[config.mk]
export PLATFORM = sky130hd
export DESIGN_NAME = base_ipc_est
export DESIGN_NICKNAME = d
export VERILOG_FILES = /design/src/rtl/ibe_pkg.sv /design/src/rtl/ibe_div_step.sv /design/src/rtl/ibe_qmul.sv /design/src/rtl/ibe_ipc_sum.sv /design/src/rtl/base_ipc_est.sv
export SDC_FILE = /design/constraint.sdc
export NUM_CORES = 1
export LEC_CHECK = 0
export ABC_CLOCK_PERIOD_IN_PS = 12800
export BUFFER_PORTS_ARGS = -buffer_cell sky130_fd_sc_hd__buf_2
export CORE_MARGIN = 5
export CORE_UTILIZATION = 58
export DETAILED_ROUTE_END_ITERATION = 12
export GPL_ROUTABILITY_DRIVEN = 0
export PLACE_DENSITY_LB_ADDON = 0.05
export SYNTH_ARGS = -nofsm -noshare
export SYNTH_HDL_FRONTEND = slang
export SYNTH_HIERARCHICAL = 1
export SYNTH_SLANG_ARGS = --single-unit
[constraint.sdc]
create_clock -name clk -period 12.8 [get_ports clk]
set_clock_uncertainty 0.05 [all_clocks]
set_input_delay 1.92 -clock clk [delete_from_list [all_inputs] [get_ports clk]]
set_output_delay 1.92 -clock clk [all_outputs]
set_load 0.005 [all_outputs]
[src/rtl/ibe_pkg.sv]
package ibe_pkg;
    typedef enum logic [2:0] {
        ST_IDLE,
        ST_DIV,
        ST_MUL,
        ST_SUM,
        ST_DONE
    } ibe_state_e;
endpackage

[src/rtl/ibe_div_step.sv]
// One restoring-division iteration: shift the remainder, subtract if it fits.
module ibe_div_step #(
    parameter int DW = 16
) (
    input  logic [DW-1:0] rem_i,
    input  logic [DW-1:0] den_i,
    output logic [DW-1:0] rem_o,
    output logic          bit_o
);
    always_comb begin
        bit_o = ({rem_i, 1'b0} >= {1'b0, den_i});
        rem_o = DW'(bit_o ? ({rem_i, 1'b0} - {1'b0, den_i}) : {rem_i, 1'b0});
    end
endmodule

[src/rtl/ibe_qmul.sv]
// Shared fraction multiplier, truncating back to FRAC fractional bits.
module ibe_qmul #(
    parameter int PW   = 13,
    parameter int FRAC = 12
) (
    input  logic [PW-1:0] a_i,
    input  logic [PW-1:0] b_i,
    output logic [PW-1:0] p_o
);
    localparam int MW = 2 * PW;

    always_comb begin
        p_o = PW'((MW'(a_i) * MW'(b_i)) >> FRAC);
    end
endmodule

[src/rtl/ibe_ipc_sum.sv]
// Weighted sum of issue-group probabilities with a 1.0 floor.
module ibe_ipc_sum #(
    parameter int PW   = 13,
    parameter int FRAC = 12,
    parameter int IW   = 15
) (
    input  logic [PW-1:0] g1_i,
    input  logic [PW-1:0] g2_i,
    input  logic [PW-1:0] g3_i,
    input  logic [PW-1:0] g4_i,
    output logic [IW-1:0] ipc_o
);
    localparam int SW = IW + 2;
    localparam logic [SW-1:0] FLOOR = SW'(1) << FRAC;

    logic [SW-1:0] sum;

    always_comb begin
        sum = SW'(g1_i) + (SW'(g2_i) << 1) + SW'(g3_i) + (SW'(g3_i) << 1) + (SW'(g4_i) << 2);
        ipc_o = (sum < FLOOR) ? IW'(FLOOR) : IW'(sum);
    end
endmodule

[src/rtl/base_ipc_est.sv]
module base_ipc_est
    import ibe_pkg::*;
#(
    parameter int CW   = 16,
    parameter int FRAC = 12
) (
    input  logic            clk,
    input  logic            rst_n,
    input  logic            start,
    input  logic [CW-1:0]   dist1_cnt,
    input  logic [CW-1:0]   dist2_cnt,
    input  logic [CW-1:0]   dist3_cnt,
    input  logic [CW-1:0]   instr_cnt,
    output logic            busy,
    output logic            done,
    output logic [FRAC+2:0] ipc_est,
    output logic [FRAC:0]   cpi_est
);
    localparam int PW = FRAC + 1;
    localparam int IW = FRAC + 3;
    localparam int DW = (CW > IW + 1) ? CW : IW + 1;
    localparam int SW = $clog2(FRAC);
    localparam logic [PW-1:0] UNIT = {1'b1, {FRAC{1'b0}}};

    typedef struct packed {
        ibe_state_e      state;
        logic [1:0]      sel;
        logic [SW-1:0]   step;
        logic [DW-1:0]   rem;
        logic [FRAC-2:0] quo;
        logic [CW-1:0]   c1;
        logic [CW-1:0]   c2;
        logic [CW-1:0]   c3;
        logic [CW-1:0]   tot;
        logic [PW-1:0]   p1;
        logic [PW-1:0]   p2;
        logic [PW-1:0]   p3;
        logic [PW-1:0]   m1;
        logic [PW-1:0]   g2;
        logic [PW-1:0]   g3;
        logic [PW-1:0]   g4;
        logic [1:0]      midx;
        logic [IW-1:0]   ipc;
        logic [IW-1:0]   ipc_out;
        logic [PW-1:0]   cpi_out;
    } regs_t;

    regs_t st_q, st_d;

    function automatic logic [DW-1:0] pick_num(input logic [1:0] s, input logic [CW-1:0] a,
                                               input logic [CW-1:0] b, input logic [CW-1:0] c);
        case (s)
            2'd0:    return DW'(a);
            2'd1:    return DW'(b);
            2'd2:    return DW'(c);
            default: return DW'(UNIT);
        endcase
    endfunction

    // cumulative probabilities, limited to 1.0
    logic [PW:0]   sum2;
    logic [PW+1:0] sum3;
    logic [PW-1:0] cum2, cum3, om1, om2, om3;

    always_comb begin
        sum2 = (PW+1)'(st_q.p1) + (PW+1)'(st_q.p2);
        sum3 = (PW+2)'(sum2) + (PW+2)'(st_q.p3);
        cum2 = (sum2 >= (PW+1)'(UNIT)) ? UNIT : PW'(sum2);
        cum3 = (sum3 >= (PW+2)'(UNIT)) ? UNIT : PW'(sum3);
        om1  = UNIT - st_q.p1;
        om2  = UNIT - cum2;
        om3  = UNIT - cum3;
    end

    // shared divider datapath
    logic [DW-1:0] div_num, div_den, step_rem;
    logic          step_bit;
    logic [PW-1:0] div_res;

    always_comb begin
        div_num = pick_num(st_q.sel, st_q.c1, st_q.c2, st_q.c3);
        div_den = (st_q.sel == 2'd3) ? DW'(st_q.ipc) : DW'(st_q.tot);
    end

    ibe_div_step #(.DW(DW)) u_step (
        .rem_i (st_q.rem),
        .den_i (div_den),
        .rem_o (step_rem),
        .bit_o (step_bit)
    );

    always_comb begin
        if (div_den == '0)
            div_res = '0;
        else if (div_num >= div_den)
            div_res = UNIT;
        else
            div_res = {1'b0, st_q.quo, step_bit};
    end

    // shared multiplier datapath
    logic [PW-1:0] mul_a, mul_b, mul_p;

    always_comb begin
        case (st_q.midx)
            2'd0:    begin mul_a = om1;     mul_b = om2;  end
            2'd1:    begin mul_a = om1;     mul_b = cum2; end
            2'd2:    begin mul_a = st_q.m1; mul_b = cum3; end
            default: begin mul_a = st_q.m1; mul_b = om3;  end
        endcase
    end

    ibe_qmul #(.PW(PW), .FRAC(FRAC)) u_mul (
        .a_i (mul_a),
        .b_i (mul_b),
        .p_o (mul_p)
    );

    logic [IW-1:0] ipc_sum;

    ibe_ipc_sum #(.PW(PW), .FRAC(FRAC), .IW(IW)) u_sum (
        .g1_i  (st_q.p1),
        .g2_i  (st_q.g2),
        .g3_i  (st_q.g3),
        .g4_i  (st_q.g4),
        .ipc_o (ipc_sum)
    );

    // next-state logic
    always_comb begin
        st_d = st_q;
        case (st_q.state)
            ST_IDLE: begin
                if (start) begin
                    st_d.c1    = dist1_cnt;
                    st_d.c2    = dist2_cnt;
                    st_d.c3    = dist3_cnt;
                    st_d.tot   = instr_cnt;
                    st_d.sel   = 2'd0;
                    st_d.step  = '0;
                    st_d.rem   = DW'(dist1_cnt);
                    st_d.quo   = '0;
                    st_d.state = ST_DIV;
                end
            end
            ST_DIV: begin
                st_d.rem  = step_rem;
                st_d.quo  = {st_q.quo[FRAC-3:0], step_bit};
                st_d.step = st_q.step + SW'(1);
                if (st_q.step == SW'(FRAC - 1)) begin
                    st_d.step = '0;
                    st_d.quo  = '0;
                    st_d.sel  = st_q.sel + 2'd1;
                    st_d.rem  = pick_num(st_q.sel + 2'd1, st_q.c1, st_q.c2, st_q.c3);
                    case (st_q.sel)
                        2'd0: st_d.p1 = div_res;
                        2'd1: st_d.p2 = div_res;
                        2'd2: begin
                            st_d.p3    = div_res;
                            st_d.midx  = 2'd0;
                            st_d.state = ST_MUL;
                        end
                        default: begin
                            st_d.cpi_out = div_res;
                            st_d.ipc_out = st_q.ipc;
                            st_d.state   = ST_DONE;
                        end
                    endcase
                end
            end
            ST_MUL: begin
                st_d.midx = st_q.midx + 2'd1;
                case (st_q.midx)
                    2'd0: st_d.m1 = mul_p;
                    2'd1: st_d.g2 = mul_p;
                    2'd2: st_d.g3 = mul_p;
                    default: begin
                        st_d.g4    = mul_p;
                        st_d.state = ST_SUM;
                    end
                endcase
            end
            ST_SUM: begin
                st_d.ipc   = ipc_sum;
                st_d.sel   = 2'd3;
                st_d.step  = '0;
                st_d.quo   = '0;
                st_d.rem   = DW'(UNIT);
                st_d.state = ST_DIV;
            end
            default: st_d.state = ST_IDLE;
        endcase
    end

    always_ff @(posedge clk or negedge rst_n) begin
        if (!rst_n) begin
            st_q       <= '0;
            st_q.state <= ST_IDLE;
        end else begin
            st_q <= st_d;
        end
    end

    assign busy    = (st_q.state != ST_IDLE);
    assign done    = (st_q.state == ST_DONE);
    assign ipc_est = st_q.ipc_out;
    assign cpi_est = st_q.cpi_out;
endmodule

==> metrics.txt <==
Tcrit/Tclk final=85.8%; Synth Flop Type=dfrtp_1; Remaining Overflow, GRT=0; min Tclk post-route=10.98 ns; Die ar.=41700 sq um; CTS Buf Count=27; RSZ-0062 raised after global routing=no; # IOs=97; fill cell count=3275; worst setup path class=reg2reg; Root Driver=clkbuf_16; Core Rows=71; width of the die=204 um; setup violators final=0; Initial Utilization=58.4%; CTS tree=done; Clk pin slew, worst setup/hold paths=0.06 ns; clk sinks=236; Die Y=204 um; Synth Cell Area=21900 sq um; CTS H-tree depth=1; worst-path fanout max=13; Worst-Skew Late Latency=0.56 ns; share of cells above drive strength 1=15.3%; endpoint class of the critical path=register; register-to-register setup slack=1.82 ns; Syn Area/Cell=9.15 sq um; Port Buffers=96; Area growth, synth to finish=7.28%; synth warn=6; status=finished, final reports clean; Synth area leader=dfrtp_1; largest net degree at the start of global routing=106; flops & latches, synth=236; drt first pass iters=9; Seq/Total Area, Yosys=27.0%; Hold Startpoint=ipc_est[10]$_DFFE_PN0P_; initial antenna violation count=0; max-cap viol count=0; worst reg2reg path depth=37; most used cell, CP=inv_1; count leader, synth=inv_1; Syn Inst Count=2393; setup bufs post-CTS=0; Synth area leaders=dfrtp_1 27%, fa_1 15%, ha_1 8.8%; Worst Setup Start Kind=register; detailed-placement wirelength estimate=44700 um; CTS Buffer Depth=3; TNS Setup=0 ns; CTS resizes=0; Iter 0 DRT Violations=1190; asr flop ratio synth=100%; post-synth top area share=27.0%; slowest stage delay, CP=0.86 ns; Distinct cells, synth=95; worst-margin pin slew=1.31 ns; Hold WC Path Type=reg2reg; hold depth=2; Final Hold Viols=0; syn_nets=2774; Core Box Area=37500 sq um; GRT Total Usage=28.5%; CTS Hold Bufs=0; fin nets=2782; drt wl/cell=20.0 um; max-slew violations=0; vias in the first global route=17700; CP required=13.18 ns; reg2reg end=st_q[66]$_DFFE_PN0P_; DRC=0; CP Data Arrival Time=11.36 ns; antenna-violating nets left=0; Max Fclk=91.1 MHz; vias per cell=5.94; WL final=58700 um; Synth top cells by count=329 x inv_1, 262 x nand2_1, 236 x dfrtp_1; Final WS setup=1.82 ns; Hold EP=ipc_est[10]$_DFFE_PN0P_; dpl ws=2.09 ns; critical path's slowest cell=a21oi_1; Max-slew headroom=11.9%; Vias=17400; Post-synth EDFFs=0; FF-to-FF Start=st_q[127]$_DFFE_PN0P_; first-pass GRT wire length=96800 um; antenna cells=0
## cell type report
| cell class | count | area, sq um | area share (%) |
|---|---|---|---|
| clock inverter | 15 | 158 | 0.671 |
| timing repair buffer | 129 | 738 | 3.14 |
| clock buffer | 35 | 766 | 3.26 |
| sequential | 236 | 5910 | 25.1 |
| tap | 511 | 639 | 2.72 |
| inverter | 329 | 1230 | 5.26 |
| multi-input combinational | 1678 | 14100 | 59.8 |
## registers in the layout (all words and copies together), names as in the netlist
register  cells
cpi_est      13
ipc_est      15
st_q        208
## logic make-up after synthesis
logic type	count (synthesis)	synth area share (%)
AND/OR/NAND/NOR	650	14.3
XOR/XNOR	69	2.76
multiplexers	166	8.55
flip-flops	236	27.0
AO/OA/AOI/OAI	479	15.1
buffers and inverters	479	8.94
adder cells (fa/ha/maj)	314	23.4
## through the flow
step | utilization (%) | hold slack, ns | area [sq um] | std cells
floorplan | - | 0.397 | 21900 | 2393
global placement | 60.2 | 0.406 | 22600 | 2883
detailed placement | 60.2 | 0.407 | 22600 | 2883
CTS | 62.7 | 0.421 | 23500 | 2933
global route | 62.7 | 0.442 | 23500 | 2933
finish | 62.7 | 0.419 | 23500 | 2933
## layer usage
| layer | track usage, % | wire, um |
|---|---|---|
| met1 | 39.1 | 25400 |
| met2 | 48.1 | 28300 |
| met3 | 3.98 | 3460 |
| met4 | 7.47 | 1550 |
| met5 | 0 | 0 |
## layout by cell type, fill, tap and decap left out, drive strengths merged, types with 26 or more instances in the layout
| cell type | Yosys | routed |
|---|---|---|
| inv | 329 | 333 |
| nand2 | 262 | 262 |
| dfrtp | 236 | 236 |
| fa | 160 | 160 |
| ha | 154 | 154 |
| mux2 | 148 | 148 |
| o21ai | 145 | 145 |
| buf | 52 | 129 |
| nor2 | 122 | 122 |
| a21oi | 107 | 107 |
| and2 | 85 | 85 |
| nand3 | 63 | 63 |
| xnor2 | 43 | 43 |
| clkbuf | 98 | 35 |
| a222oi | 31 | 31 |
| xor2 | 26 | 26 |
## critical path, delay by kind of cell, from the launching register on
kind                       cells  cell delay, ns
and+or+nand+nor                9            1.65
DFF                            1            0.46
adders and majority gates      9            3.99
AOI/OAI and AO/OA             10            3.47
xor gates and xnor gates       2            0.35
buffers and inverters          6            0.62
muxes                          1            0.29
## worst max path at each step
stage               slack (ns)  cells after the start              endpoint                  start
finish                    1.82                     37  st_q[66]$_DFFE_PN0P_  st_q[127]$_DFFE_PN0P_
CTS                       2.03                     38  st_q[56]$_DFFE_PN0P_  st_q[127]$_DFFE_PN0P_
floorplan                 3.31                     40  st_q[54]$_DFFE_PN0P_  st_q[127]$_DFFE_PN0P_
global placement          2.45                     38  st_q[69]$_DFFE_PN0P_  st_q[127]$_DFFE_PN0P_
detailed placement        2.09                     38  st_q[69]$_DFFE_PN0P_  st_q[127]$_DFFE_PN0P_
global route              1.10                     39  st_q[82]$_DFFE_PN0P_  st_q[123]$_DFFE_PN0P_
Power is not shown: default switching activity piles up to over one toggle a cycle in this logic, so the estimate is an artifact.
